<file path="config.mk">
export PLATFORM = sky130hd
export DESIGN_NAME = dl_delay_seq
export DESIGN_NICKNAME = d
export VERILOG_FILES = /design/src/rtl/dl_pkg.sv /design/src/rtl/dl_seq_ctrl.sv /design/src/rtl/dl_ptr_unit.sv /design/src/rtl/dl_out_stage.sv /design/src/rtl/dl_delay_seq.sv
export SDC_FILE = /design/constraint.sdc
export NUM_CORES = 1
export LEC_CHECK = 0
export ABC_AREA = 1
export BUFFER_PORTS_ARGS = -buffer_cell sky130_fd_sc_hd__buf_2
export CORE_MARGIN = 4
export CORE_UTILIZATION = 57
export CTS_BUF_LIST = sky130_fd_sc_hd__clkbuf_16
export CTS_CLUSTER_SIZE = 24
export DETAILED_ROUTE_END_ITERATION = 10
export PLACE_DENSITY = 0.92
export SKIP_LAST_GASP = 1
export SLEW_MARGIN = 20
export SYNTH_ARGS = -nofsm -noshare
export SYNTH_HDL_FRONTEND = slang
export SYNTH_HIERARCHICAL = 1
export SYNTH_SLANG_ARGS = --single-unit
</file>
<file path="constraint.sdc">
create_clock -name clk -period 2.45 [get_ports clk]
set_clock_uncertainty 0.2 [all_clocks]
set_input_delay 0.245 -clock clk [delete_from_list [all_inputs] [get_ports clk]]
set_output_delay 0.245 -clock clk [all_outputs]
set_load 0.1 [all_outputs]
</file>
<file path="src/rtl/dl_pkg.sv">
package dl_pkg;

    localparam int SAMPLE_W = 16;

    typedef enum logic [2:0] {
        PH_CLEAR   = 3'd0,
        PH_IDLE    = 3'd1,
        PH_WRITE   = 3'd2,
        PH_READ    = 3'd3,
        PH_CAPTURE = 3'd4
    } phase_e;

    typedef struct packed {
        logic adv;       // accepted strobe: advance both pointers
        logic cap;       // close of period: capture data, reload read pointer
        logic clr_step;  // fill pass: step the fill address
    } ctrl_s;

    typedef logic [SAMPLE_W-1:0] sample_t;

endpackage

</file>
<file path="src/rtl/dl_seq_ctrl.sv">
module dl_seq_ctrl
    import dl_pkg::*;
(
    input  logic   clk,
    input  logic   rst,
    input  logic   stb,
    input  logic   clr_last,
    output phase_e phase,
    output ctrl_s  ctrl
);

    phase_e nxt;

    always_comb begin
        nxt = phase;
        unique case (phase)
            PH_CLEAR:   if (clr_last) nxt = PH_IDLE;
            PH_IDLE:    if (stb) nxt = PH_WRITE;
            PH_WRITE:   nxt = PH_READ;
            PH_READ:    nxt = PH_CAPTURE;
            PH_CAPTURE: nxt = PH_IDLE;
            default:    nxt = PH_CLEAR;
        endcase
    end

    always_ff @(posedge clk) begin
        if (rst) phase <= PH_CLEAR;
        else     phase <= nxt;
    end

    always_comb begin
        ctrl.adv      = (phase == PH_IDLE) && stb;
        ctrl.cap      = (phase == PH_CAPTURE);
        ctrl.clr_step = (phase == PH_CLEAR);
    end

    // while filling, the only legal successor phases are fill or idle
    a_r3_fill_exit: assert property (@(posedge clk) disable iff (rst)
        (phase == PH_CLEAR) |=> (phase == PH_CLEAR || phase == PH_IDLE));

    // a write cycle is always followed by the read cycle
    a_r9_write_then_read: assert property (@(posedge clk) disable iff (rst)
        (phase == PH_WRITE) |=> (phase == PH_READ));

endmodule

</file>
<file path="src/rtl/dl_ptr_unit.sv">
module dl_ptr_unit
    import dl_pkg::*;
#(
    parameter int ADDR_W     = 18,
    parameter int INIT_DELAY = 256
) (
    input  logic              clk,
    input  logic              rst,
    input  ctrl_s             ctrl,
    input  logic [ADDR_W-1:0] dly,
    output logic [ADDR_W-1:0] wr_ptr,
    output logic [ADDR_W-1:0] rd_ptr,
    output logic [ADDR_W-1:0] clr_ptr,
    output logic              clr_last
);

    localparam logic [ADDR_W-1:0] TOP_ADDR = {ADDR_W{1'b1}};
    localparam logic [ADDR_W-1:0] RD_START = {ADDR_W{1'b0}} - ADDR_W'(INIT_DELAY);

    assign clr_last = (clr_ptr == TOP_ADDR);

    always_ff @(posedge clk) begin
        if (rst) begin
            clr_ptr <= ADDR_W'(1);
        end else if (ctrl.clr_step && !clr_last) begin
            clr_ptr <= clr_ptr + 1'b1;
        end
    end

    always_ff @(posedge clk) begin
        if (rst) begin
            wr_ptr <= '0;
            rd_ptr <= RD_START;
        end else if (ctrl.adv) begin
            wr_ptr <= wr_ptr + 1'b1;
            rd_ptr <= rd_ptr + 1'b1;
        end else if (ctrl.cap) begin
            rd_ptr <= wr_ptr - dly;
        end
    end

endmodule

</file>
<file path="src/rtl/dl_out_stage.sv">
module dl_out_stage
    import dl_pkg::*;
(
    input  logic    clk,
    input  logic    rst,
    input  logic    cap,
    input  sample_t rdata,
    output sample_t dout
);

    always_ff @(posedge clk) begin
        if (rst)      dout <= '0;
        else if (cap) dout <= rdata;
    end

endmodule

</file>
<file path="src/rtl/dl_delay_seq.sv">
module dl_delay_seq
    import dl_pkg::*;
#(
    parameter int ADDR_W     = 18,
    parameter int INIT_DELAY = 256
) (
    input  logic              clk,
    input  logic              rst,
    input  logic              smp_stb,
    input  logic [15:0]       smp_in,
    input  logic [ADDR_W-1:0] dly_len,
    output logic [ADDR_W-1:0] mem_addr,
    output logic [15:0]       mem_wdata,
    output logic              mem_we,
    input  logic [15:0]       mem_rdata,
    output logic [15:0]       out_left,
    output logic [15:0]       out_right,
    output logic              busy
);

    phase_e            phase;
    ctrl_s             ctrl;
    logic [ADDR_W-1:0] wr_ptr, rd_ptr, clr_ptr;
    logic              clr_last;
    sample_t           smp_q;
    sample_t           dout;

    dl_seq_ctrl u_ctrl (
        .clk      (clk),
        .rst      (rst),
        .stb      (smp_stb),
        .clr_last (clr_last),
        .phase    (phase),
        .ctrl     (ctrl)
    );

    dl_ptr_unit #(
        .ADDR_W     (ADDR_W),
        .INIT_DELAY (INIT_DELAY)
    ) u_ptr (
        .clk      (clk),
        .rst      (rst),
        .ctrl     (ctrl),
        .dly      (dly_len),
        .wr_ptr   (wr_ptr),
        .rd_ptr   (rd_ptr),
        .clr_ptr  (clr_ptr),
        .clr_last (clr_last)
    );

    dl_out_stage u_out (
        .clk   (clk),
        .rst   (rst),
        .cap   (ctrl.cap),
        .rdata (mem_rdata),
        .dout  (dout)
    );

    always_ff @(posedge clk) begin
        if (rst)           smp_q <= '0;
        else if (ctrl.adv) smp_q <= smp_in;
    end

    always_comb begin
        mem_addr  = rd_ptr;
        mem_wdata = '0;
        mem_we    = 1'b0;
        unique case (phase)
            PH_CLEAR: begin
                mem_addr = clr_ptr;
                mem_we   = 1'b1;
            end
            PH_WRITE: begin
                mem_addr  = wr_ptr;
                mem_wdata = smp_q;
                mem_we    = 1'b1;
            end
            default: mem_addr = rd_ptr;
        endcase
    end

    assign busy      = (phase == PH_CLEAR);
    assign out_left  = dout;
    assign out_right = dout;

    // Observation state for the assertions below
    logic [ADDR_W-1:0] last_waddr;
    logic [ADDR_W-1:0] dly_seen;

    always_ff @(posedge clk) begin
        if (rst) begin
            last_waddr <= '0;
            dly_seen   <= ADDR_W'(INIT_DELAY);
        end else begin
            if (mem_we && !busy) last_waddr <= mem_addr;
            if (phase == PH_CAPTURE) dly_seen <= dly_len;
        end
    end

    // fill addresses climb by one per clock
    a_r2_fill_ascend: assert property (@(posedge clk) disable iff (rst)
        (busy && $past(busy) && !$past(rst)) |-> (mem_addr == $past(mem_addr) + 1'b1));

    // fill writes carry zero
    a_r2_fill_zero: assert property (@(posedge clk) disable iff (rst)
        (busy && mem_we) |-> (mem_wdata == '0));

    // each sample write lands one word past the previous one
    a_r4_write_step: assert property (@(posedge clk) disable iff (rst)
        (phase == PH_WRITE) |-> (mem_addr == last_waddr + 1'b1));

    // read address is the write address minus the delay in effect
    a_r5_read_offset: assert property (@(posedge clk) disable iff (rst)
        (phase == PH_READ) |-> (mem_addr == $past(mem_addr) - dly_seen));

    // output moves only at the close of a period
    a_r8_out_hold: assert property (@(posedge clk) disable iff (rst)
        (phase != PH_CAPTURE) |=> $stable(out_left));

    // one write cycle per accepted strobe
    a_r9_single_write: assert property (@(posedge clk) disable iff (rst)
        (phase == PH_WRITE) |=> !mem_we);

endmodule

</file>
==> results of run 1 <==
==> registers in the layout (all words and copies together), names as in the netlist <==
register,flops
smp_q,16
u_ctrl/phase,3
u_out/dout,16
u_ptr/clr_ptr,18
u_ptr/rd_ptr,18
u_ptr/wr_ptr,18
==> per-stage QoR <==
stage                     setup WS, ps  setup TNS (ps)  power, mW
after floorplan                 -42.50          -425.0      1.663
after global placement           211.0               0      1.742
after detailed placement         136.7               0      1.748
after CTS                        36.44               0      3.212
after global routing             3.269               0      3.304
final                            114.5               0      3.203
==> area by class of cell <==
type                       count  share of cell area [%]
inverter                     132                   6.367
timing repair buffer         180                   18.33
multi-input combinational    692                   46.39
clock buffer                   9                   2.880
clock inverter                 6                   1.072
sequential                    89                   22.78
tap                          136                   2.176
==> worst register-to-register path, stage by stage, from the launching register on <==
cell and delay, ps:
dfxtp_1 340, inv_1 50, ha_1 220, fa_1 390, o21ai_1 280, nand2_1 100
nand2_1 110, inv_1 60, nand2_1 50, nand2_1 40, o21ai_0 150, o211ai_1 110
==> Yosys cell counts (all sizes together) <==
cell type | number | area share, %
nand3 | 105 | 12
ha | 20 | 4.0
nor4 | 2 | 0.54
clkbuf | 12 | 0.74
a221oi | 1 | 0.14
nand3b | 6 | 0.72
or2 | 3 | 0.30
inv | 131 | 7.9
o211ai | 2 | 0.24
nand4 | 16 | 1.6
dfxtp | 89 | 29
fa | 1 | 0.32
o21ai | 47 | 3.8
and2 | 2 | 0.20
nand2 | 253 | 16
clkinv | 1 | 0.060
nor2 | 114 | 7.2
a31oi | 3 | 0.30
a21oi | 78 | 6.4
and3 | 3 | 0.30
buf | 35 | 5.1
xnor2 | 7 | 0.98
xor2 | 10 | 1.4
nor3 | 16 | 1.5
o21a | 2 | 0.24
nor3b | 1 | 0.12
==> power breakdown <==
group          switching [mW]  total [mW]  internal, mW  leakage (nW)
clock                   0.558        1.44         0.882         0.147
combinational           0.181       0.300         0.120          2.85
sequential             0.0104        1.46          1.45         0.718
total                   0.749        3.20          2.45          3.71
==> kinds of logic after synthesis <==
family	Yosys count	share of synthesized area, %
flip-flops	89	28.50
XOR/XNOR	17	2.382
AND/OR/NAND/NOR	521	39.97
AO/OA/AOI/OAI	133	11.05
buffers and inverters	179	13.77
adder cells (fa/ha/maj)	21	4.323
==> final timing paths <==
path / from / end / slack [ps] / depth (start not counted)
setup / recovery: u_ctrl/phase[2] / mem_addr[12] / 110 / 5
hold / removal: mem_rdata[9] / u_out/dout[9] / 30 / 5
setup reg to reg: u_ptr/wr_ptr[0] / u_ptr/rd_ptr[8] / 220 / 11
hold reg to reg: smp_q[15] / smp_q[15] / 260 / 2
==> per-layer routing <==
layer	GRT usage (%)	wire (um)	vias to the layer above	part of all wire, %
li1	-	-	3349	-
met1	37.00	7435	3110	39
met2	47.91	8555	435	45
met3	6.471	1959	87	10
met4	17.47	990	0	5.2
met5	0	0	-	0
==> timing repair <==
action / 4_1_cts / 5_1_grt
pin swaps: 1 / 0
hold endpoints to repair: 29 / 0
endpoints found under the setup margin: 31 / 20
gates resized for setup: 0 / 16
setup buffers: 1 / 0
hold buffers: 29 / 0
==> results by group, run 1 <==
Outcome
  • Outcome: complete, no violations

Final layout
  • Most frequent cells in the layout: nand2_1, inv_1, nor2_1
  • NumNets Final: 1,178
  • Diodes inserted: 0
  • Fill cells: 731
  • Area growth syn-to-layout: 25.12%
  • Commonest non-fill, non-tap cell in the layout: nand2_1
  • Seq. cell area: 1782 sq um
  • Share of layout cells above drive strength 1: 21.30%
  • Multi-input combinational cell area: 3628 sq um
  • Post-Layout Cell Count: 1,244
  • Utilization after layout: 74.43%
  • Fin area: 7821 sq um

Route
  • Avg Vias per Cell: 5.612
  • Routed length per instance: 15.23 um
  • Iteration-0 DRC Markers: 860
  • DR DRC count: 0
  • Routed via count: 6,981
  • Final wirelength: 18,940 um
  • Routed Antenna Nets: 0
  • TritonRoute pass-1 iters: 6

Placement
  • Placed insts: 1,199
  • IO Port Bufs: 120
  • Cell Area, Placed: 7159 sq um
  • GP Congestion: 0.9870
  • Post-DP HPWL: 13,190 um

Synth
  • Register area share after synthesis: 28.50%
  • Netlist area before placement: 6251 sq um
  • Yosys warns: 6
  • Gate Count Post-Synth: 960
  • Post-synth cell types: 42
  • Yosys reg bits: 89
  • Mean post-synth cell area: 6.511 sq um
  • Syn_nets: 1,034

Clocking
  • Clk sink count: 89
  • Deepest clock path buffer count: 2
  • CTS Buf Count: 9
  • Clock Latency Late Sink: 340 ps
  • Root Buffer: clkbuf_16
  • CTS tree: built
  • Clock transition at path regs: 60 ps
  • H-tree depth: 3

Global routing
  • Global-route wire length before repair: 31,350 um
  • Largest net degree at the start of global routing: 33
  • Initial antenna violation count: 0
  • Vias in the first global route: 6,509
  • GR Overflow Total: 0
  • Tot GR Track Use: 29.91%

Pwr
  • Leakage: 3.714 nW
  • VDD IR max: 275.4 uV
  • Pwr Density: 409.5 nW/um^2

Critical path
  • Slowest CP cell: dfxtp_1
  • CP peak stage delay: 510 ps
  • CP Capture Type: output pin
  • Worst-path fanout max: 19
  • Critical path cell sequence: inv_1 -> nand2_2 -> nand2_1 -> nand3_2 -> buf_2
  • Worst path top cell family by delay: buffers and inverters
  • Worst EP required: 2010 ps
  • Critical path buffers and inverters: 2
  • Critical path launch point type: flop
  • Crit Path Category: flop to output pin
  • Arr. time, crit path: 1890 ps

Timing
  • Max-slew violations: 0
  • F_max: 428.2 MHz
  • Slew HR: 65.57%
  • Final Hold Viols: 0
  • Hold_ws: 32.01 ps
  • Unrepaired setup endpoints after global routing: no
  • Final setup viols: 0
  • Crit path time final: 2336 ps
  • Final period utilization: 95.33%
  • Worst Tran Pin Value: 520.0 ps

Floorplan
  • # IOs: 121
  • Starting density of the core: 59.48%
  • Core box area: 10,510 sq um
  • Die footprint: 12,710 sq um
  • Die height: 112.7 um
  • Std-Cell Rows: 37
  • Die X: 112.7 um

Worst hold path
  • Worst hold path type: input port to flop

Flow run
  • Max-cap violations: 0
Power figures use the tool's default switching activity.
==> run 2: changes to the inputs <==
Settings changed: CELL_PAD_IN_SITES_DETAIL_PLACEMENT set to 1, CELL_PAD_IN_SITES_GLOBAL_PLACEMENT set to 1, CORE_UTILIZATION 57 to 39, PLACE_DENSITY 0.92 to 0.91.
==> run 2 against run 1 <==
Final cell count grew 6.5%. Clock power shrank 3%. Total power shrank 1.0%. Clock-buffer cell count is the same. Wire length grew 17%. First-iteration DRC count shrank 54%. Combinational power grew 2%. Core utilization shrank 24 points. Register-to-register slack lost 100 ps. Critical endpoint is now mem_addr[0].
==> results by group, run 2 (same netlist as run 1, synthesis figures left out) <==
Outcome
  • Outcome: complete, no violations

Critical path
  • Worst-path fanout max: 19
  • Worst reg2reg setup slack: 120 ps
  • CP Capture Type: output pin
  • Critical path launch point type: flop
  • FF-to-FF End: u_ptr/rd_ptr[2]
  • Arr. time, crit path: 1890 ps
  • R2R Path Start: u_ctrl/phase[2]
  • Crit Path Category: flop to output pin
  • Worst r2r path cells: 10
  • Worst EP required: 2010 ps

Worst hold path
  • Worst Hold Launch: mem_rdata[13]
  • Hold Path Sink: u_out/dout[13]
  • Hold depth: 5
  • Worst hold path type: input port to flop

Timing
  • Final Hold Viols: 0
  • Slew HR: 65.48%
  • Final setup viols: 0
  • Worst Tran Pin Value: 517.8 ps
  • F_max: 427.5 MHz
  • Crit path time final: 2339 ps
  • Worst Slack Setup Final: 111.1 ps
  • Hold_ws: 11.32 ps
  • Final period utilization: 95.47%
  • Max-slew violations: 0
  • Total negative setup slack: 0 ps

Final layout
  • Top Registers: u_ptr/clr_ptr x18, u_ptr/rd_ptr x18, u_ptr/wr_ptr x18
  • Commonest non-fill, non-tap cell in the layout: nand2_1
  • Post-Layout Cell Count: 1,325
  • Fin area: 7889 sq um
  • Share of layout cells above drive strength 1: 21.48%
  • Utilization after layout: 50.02%
  • Seq. cell area: 1783 sq um
  • Most frequent cells in the layout: nand2_1, inv_1, nor2_1
  • NumNets Final: 1,177
  • Multi-input combinational cell area: 3632 sq um
  • Fill cells: 2,133
  • Area growth syn-to-layout: 26.20%

Pwr
  • VDD IR max: 314.8 uV
  • Pwr Density: 401.9 nW/um^2
  • Leakage: 3.705 nW
  • Power Total: 3.171 mW

Route
  • WL met3: 1051 um
  • Met1 WL: 9189 um
  • Iteration-0 DRC Markers: 396
  • Final wirelength: 22,080 um
  • DR WL met2: 11,010 um
  • Routed via count: 6,925
  • Avg Vias per Cell: 5.226
  • DR top layer: met4
  • Routed Antenna Nets: 0
  • Routed length per instance: 16.66 um
  • DR DRC count: 0
  • TritonRoute pass-1 iters: 5

Clocking
  • Root Buffer: clkbuf_16
  • Clk sink count: 89
  • H-tree depth: 3
  • CTS tree: built
  • Clock transition at path regs: 70 ps
  • Clock Latency Late Sink: 350 ps
  • Deepest clock path buffer count: 2
  • CTS Buf Count: 9

Global routing
  • Global-route wire length before repair: 35,310 um
  • GR Overflow Total: 0
  • Tot GR Track Use: 24.08%
  • Vias in the first global route: 7,059
  • Largest net degree at the start of global routing: 44
  • Initial antenna violation count: 0

Floorplan
  • # IOs: 121
  • Starting density of the core: 39.64%
  • Die X: 134.6 um
  • Die height: 134.6 um
  • Std-Cell Rows: 46
  • Die footprint: 18,120 sq um
  • Core box area: 15,770 sq um

Placement
  • Placed insts: 1,277
  • Post-Place Setup Slack: 111.9 ps
  • Cell Area, Placed: 7232 sq um
  • IO Port Bufs: 120
  • Post-DP HPWL: 16,060 um
  • GP Congestion: 0.8831

Flow run
  • Max-cap violations: 0
[run 2: final cells by class]
cell class | instances | share of cell area (%)
multi-input cells | 692 | 46.04
flip-flops and latches | 89 | 22.60
repair buffers | 179 | 17.86
inverters | 132 | 6.392
well taps | 216 | 3.426
clock buffers | 9 | 2.855
clock inverters | 7 | 0.7930
diodes | 1 | 0.03172
[run 2: power breakdown]
| part | internal, mW | switching (mW) | total (mW) |
|---|---|---|---|
| clock network | 0.781 | 0.621 | 1.40 |
| registers | 1.45 | 0.0103 | 1.46 |
| logic | 0.121 | 0.185 | 0.306 |
| total | 2.35 | 0.816 | 3.17 |
[run 2: how the worst max path moves through the flow]
stage	startpoint	end
final	u_ctrl/phase[0]	mem_addr[0]
after global routing	u_ptr/wr_ptr[7]	u_ptr/rd_ptr[13]
after CTS	u_ctrl/phase[1]	mem_addr[10]
after detailed placement	u_ctrl/phase[2]	u_ptr/rd_ptr[2]
after global placement	u_ctrl/phase[2]	u_ptr/rd_ptr[4]
after floorplan	u_ctrl/phase[2]	mem_wdata[10]
[run 2: what timing repair did]
| action | CTS | global route |
|---|---|---|
| setup buffers | 0 | 3 |
| pin swaps | 0 | 1 |
| hold buffers | 28 | 0 |
| hold endpoints to repair | 28 | 0 |
| resized for setup | 7 | 17 |
| endpoints found under the setup margin | 7 | 36 |
| gates cloned | 0 | 0 |
[run 2: worst max-delay path, cell delays in order (launching register included)]
cell and delay, ps:
dfxtp_1 400, nor2_4 320, buf_12 220, nand3_1 80, nand3_1 90, buf_2 420
[run 2: metal layers]
| metal | track usage [%] | vias up |
|---|---|---|
| met5 | 0 | - |
| met4 | 10.80 | 0 |
| met3 | 3.167 | 51 |
| met2 | 43.32 | 222 |
| met1 | 28.57 | 3313 |
| li1 | - | 3339 |
==> run 3: changes to the inputs <==
Settings changed: ABC_AREA 1 to not set, CORE_UTILIZATION 39 to 41.
==> run 3 against run 2 <==
Non-clock buffer count rose by 1. Clock power fell by 4%. Global-route usage rose by 3.8 points. Fmax fell by 7.8%. Clock-buffer cell count did not move. The run now ends with setup timing left. Largest cell class unchanged. Sequential share of layout area rose by 1.5 points. Highest routed layer unchanged. Critical path type is now flop to flop. Flip-flop and latch count did not move. Area after synthesis fell by 13%.
==> results by group, run 3 <==
Outcome
  • Outcome: finished, violations left
  • Failing checks: setup timing

Clocking
  • CTS Buf Count: 9
  • Root Buffer: clkbuf_16
  • Clk sink count: 89
  • H-tree depth: 3
  • Clock transition at path regs: 70 ps
  • Clock Latency Late Sink: 360 ps
  • Deepest clock path buffer count: 2
  • CTS tree: built

Critical path
  • Critical path launch point type: flop
  • CP Capture Type: flop
  • Worst EP required: 2480 ps
  • R2R Path Start: u_ptr/clr_ptr[1]
  • FF-to-FF End: u_ptr/clr_ptr[5]
  • Crit Path Category: flop to flop
  • Arr. time, crit path: 2570 ps
  • Worst r2r path cells: 8
  • Worst reg2reg setup slack: -90 ps
  • Worst-path fanout max: 6

Pwr
  • Leakage: 3.081 nW
  • VDD IR max: 275.7 uV
  • Power Total: 3.129 mW
  • Pwr Density: 422.3 nW/um^2

Synth
  • Yosys reg bits: 89
  • Cell taking the most area after synthesis: dfxtp_1
  • Mean post-synth cell area: 8.391 sq um
  • Syn_nets: 724
  • Post-synth cell types: 53
  • Post-synth top area share: 32.67%
  • Synth top area cells: dfxtp_1, mux2i_1, nor2_1, xor2_1, ha_1
  • Netlist area before placement: 5454 sq um
  • Gate Count Post-Synth: 650
  • Commonest cells in the netlist: nor2_1, dfxtp_1, mux2i_1, o21ai_0
  • Yosys warns: 6
  • Most frequent cell after synthesis: nor2_1
  • Ys async rst share: 0%
  • EDFF count, synth: 0
  • Ys flop type: dfxtp_1
  • Register area share after synthesis: 32.67%

Final layout
  • Most frequent cells in the layout: nor2_1, dfxtp_1, buf_2
  • Post-Layout Cell Count: 972
  • Area growth syn-to-layout: 35.86%
  • Fill cells: 1,533
  • Diodes inserted: 0
  • Fin area: 7410 sq um
  • Top Registers: u_ptr/clr_ptr x18, u_ptr/rd_ptr x18, u_ptr/wr_ptr x18
  • Share of layout cells above drive strength 1: 25.87%
  • Commonest non-fill, non-tap cell in the layout: nor2_1
  • NumNets Final: 869

Route
  • Routed via count: 5,808
  • Avg Vias per Cell: 5.975
  • Final wirelength: 22,350 um
  • DR DRC count: 0
  • Routed length per instance: 22.99 um
  • TritonRoute pass-1 iters: 5
  • Iteration-0 DRC Markers: 463
  • Routed Antenna Nets: 0

Worst hold path
  • Worst hold path type: input port to flop
  • Worst Hold Launch: rst
  • Hold Path Sink: u_ptr/rd_ptr[6]
  • Hold depth: 2

Timing
  • Slew HR: 66.64%
  • F_max: 394.3 MHz
  • Hold_ws: 10.41 ps
  • Final setup viols: 12
  • Crit path time final: 2536 ps
  • Final Hold Viols: 0
  • Max-slew violations: 0
  • Worst Tran Pin Value: 498.5 ps
  • Unrepaired setup endpoints after global routing: yes
  • Final period utilization: 103.5%
  • Worst Slack Setup Final: -86.29 ps

Flow run
  • Max-cap violations: 0

Floorplan
  • Die X: 123.3 um
  • Std-Cell Rows: 41
  • # IOs: 121
  • Die footprint: 15,210 sq um
  • Core box area: 12,820 sq um
  • Die height: 123.3 um
  • Starting density of the core: 42.53%

Placement
  • Cell Area, Placed: 6713 sq um
  • Post-Place Setup Slack: -175.0 ps
  • Placed insts: 925
  • GP Congestion: 0.9193
  • IO Port Bufs: 120
  • Post-DP HPWL: 14,360 um

Global routing
  • GR Overflow Total: 0
  • Largest net degree at the start of global routing: 81
  • Initial antenna violation count: 0
  • Tot GR Track Use: 27.93%
  • Global-route wire length before repair: 32,670 um
  • Vias in the first global route: 6,033
run 3: cell count changes after synthesis, sizes merged, moves of 10 or more:
cell / delta
a21oi: -56
mux2i: +56
nand3: -79
xnor2: +19
xor2: +22
nor2: -20
and3: +19
a211oi: +10
inv: -101
nand2: -221
o21ai: +11
run 3: repair_timing:
item / 4_1_cts / 5_1_grt
pin swaps: 2 / 2
resized for setup: 10 / 20
endpoints found under the hold margin: 30 / 0
setup buffers: 0 / 0
endpoints found under the setup margin: 24 / 25
hold buffers: 30 / 0
cloned: 1 / 0
run 3: power breakdown:
group | total (mW) | switching, mW | internal, mW
clock | 1.34 | 0.649 | 0.687
sequential | 1.47 | 0.0134 | 1.45
combinational | 0.327 | 0.188 | 0.139
total | 3.13 | 0.850 | 2.28
run 3: per-stage QoR:
step | TNS, ps | utilization [%]
6_report | -601.1 | 57.78
3_3_place_gp | -7.003 | 52.34
4_1_cts | -4.595 | 57.17
3_5_place_dp | -765.1 | 52.34
2_1_floorplan | -2106 | -
5_1_grt | -1772 | 57.78
run 3: worst max path at each step:
| stage | from | to | slack (ps) | cells after the start |
|---|---|---|---|---|
| after floorplan | u_ctrl/phase[2] | mem_addr[0] | -230 | 4 |
| after global placement | u_ptr/wr_ptr[0] | u_ptr/rd_ptr[14] | -7 | 10 |
| after detailed placement | u_ptr/wr_ptr[0] | u_ptr/rd_ptr[14] | -170 | 10 |
| after CTS | u_ptr/wr_ptr[0] | u_ptr/rd_ptr[12] | -5 | 10 |
| after global routing | u_ptr/clr_ptr[1] | u_ptr/clr_ptr[5] | -190 | 8 |
| final | u_ptr/clr_ptr[1] | u_ptr/clr_ptr[5] | -90 | 8 |
run 3: logic make-up after synthesis:
kind of cell               share of synthesized area, %
and+or+nand+nor                                   20.58
xor gates and xnor gates                          9.314
buffers and inverters                             7.846
AOI/OAI and AO/OA                                 14.15
muxes                                             10.48
DFF                                               32.67
adders and majority gates                         4.955
run 3: cell type report:
type                       instances  area [sq um]  area share [%]
timing repair buffer             180          1658           22.37
clock inverter                     7         46.29          0.6248
multi-input combinational        485          3366           45.42
clock buffer                       9         225.2           3.040
sequential                        89          1784           24.08
inverter                          30         115.1           1.554
tap                              172         215.2           2.904
run 3: routing by layer:
metal  GRT usage [%]  routed length (um)
met1           32.75                8562
met2           49.81               11360
met3           4.117                1299
met4           13.15                1125
met5               0                   0
run 3: critical path, stage by stage (launching register included):
cell	delay (ps)
dfxtp_1	480
ha_2	300
and4_1	220
nand4_1	210
o21ai_2	380
nor2_1	210
nand3_1	160
xor2_1	180
nor2_1	70
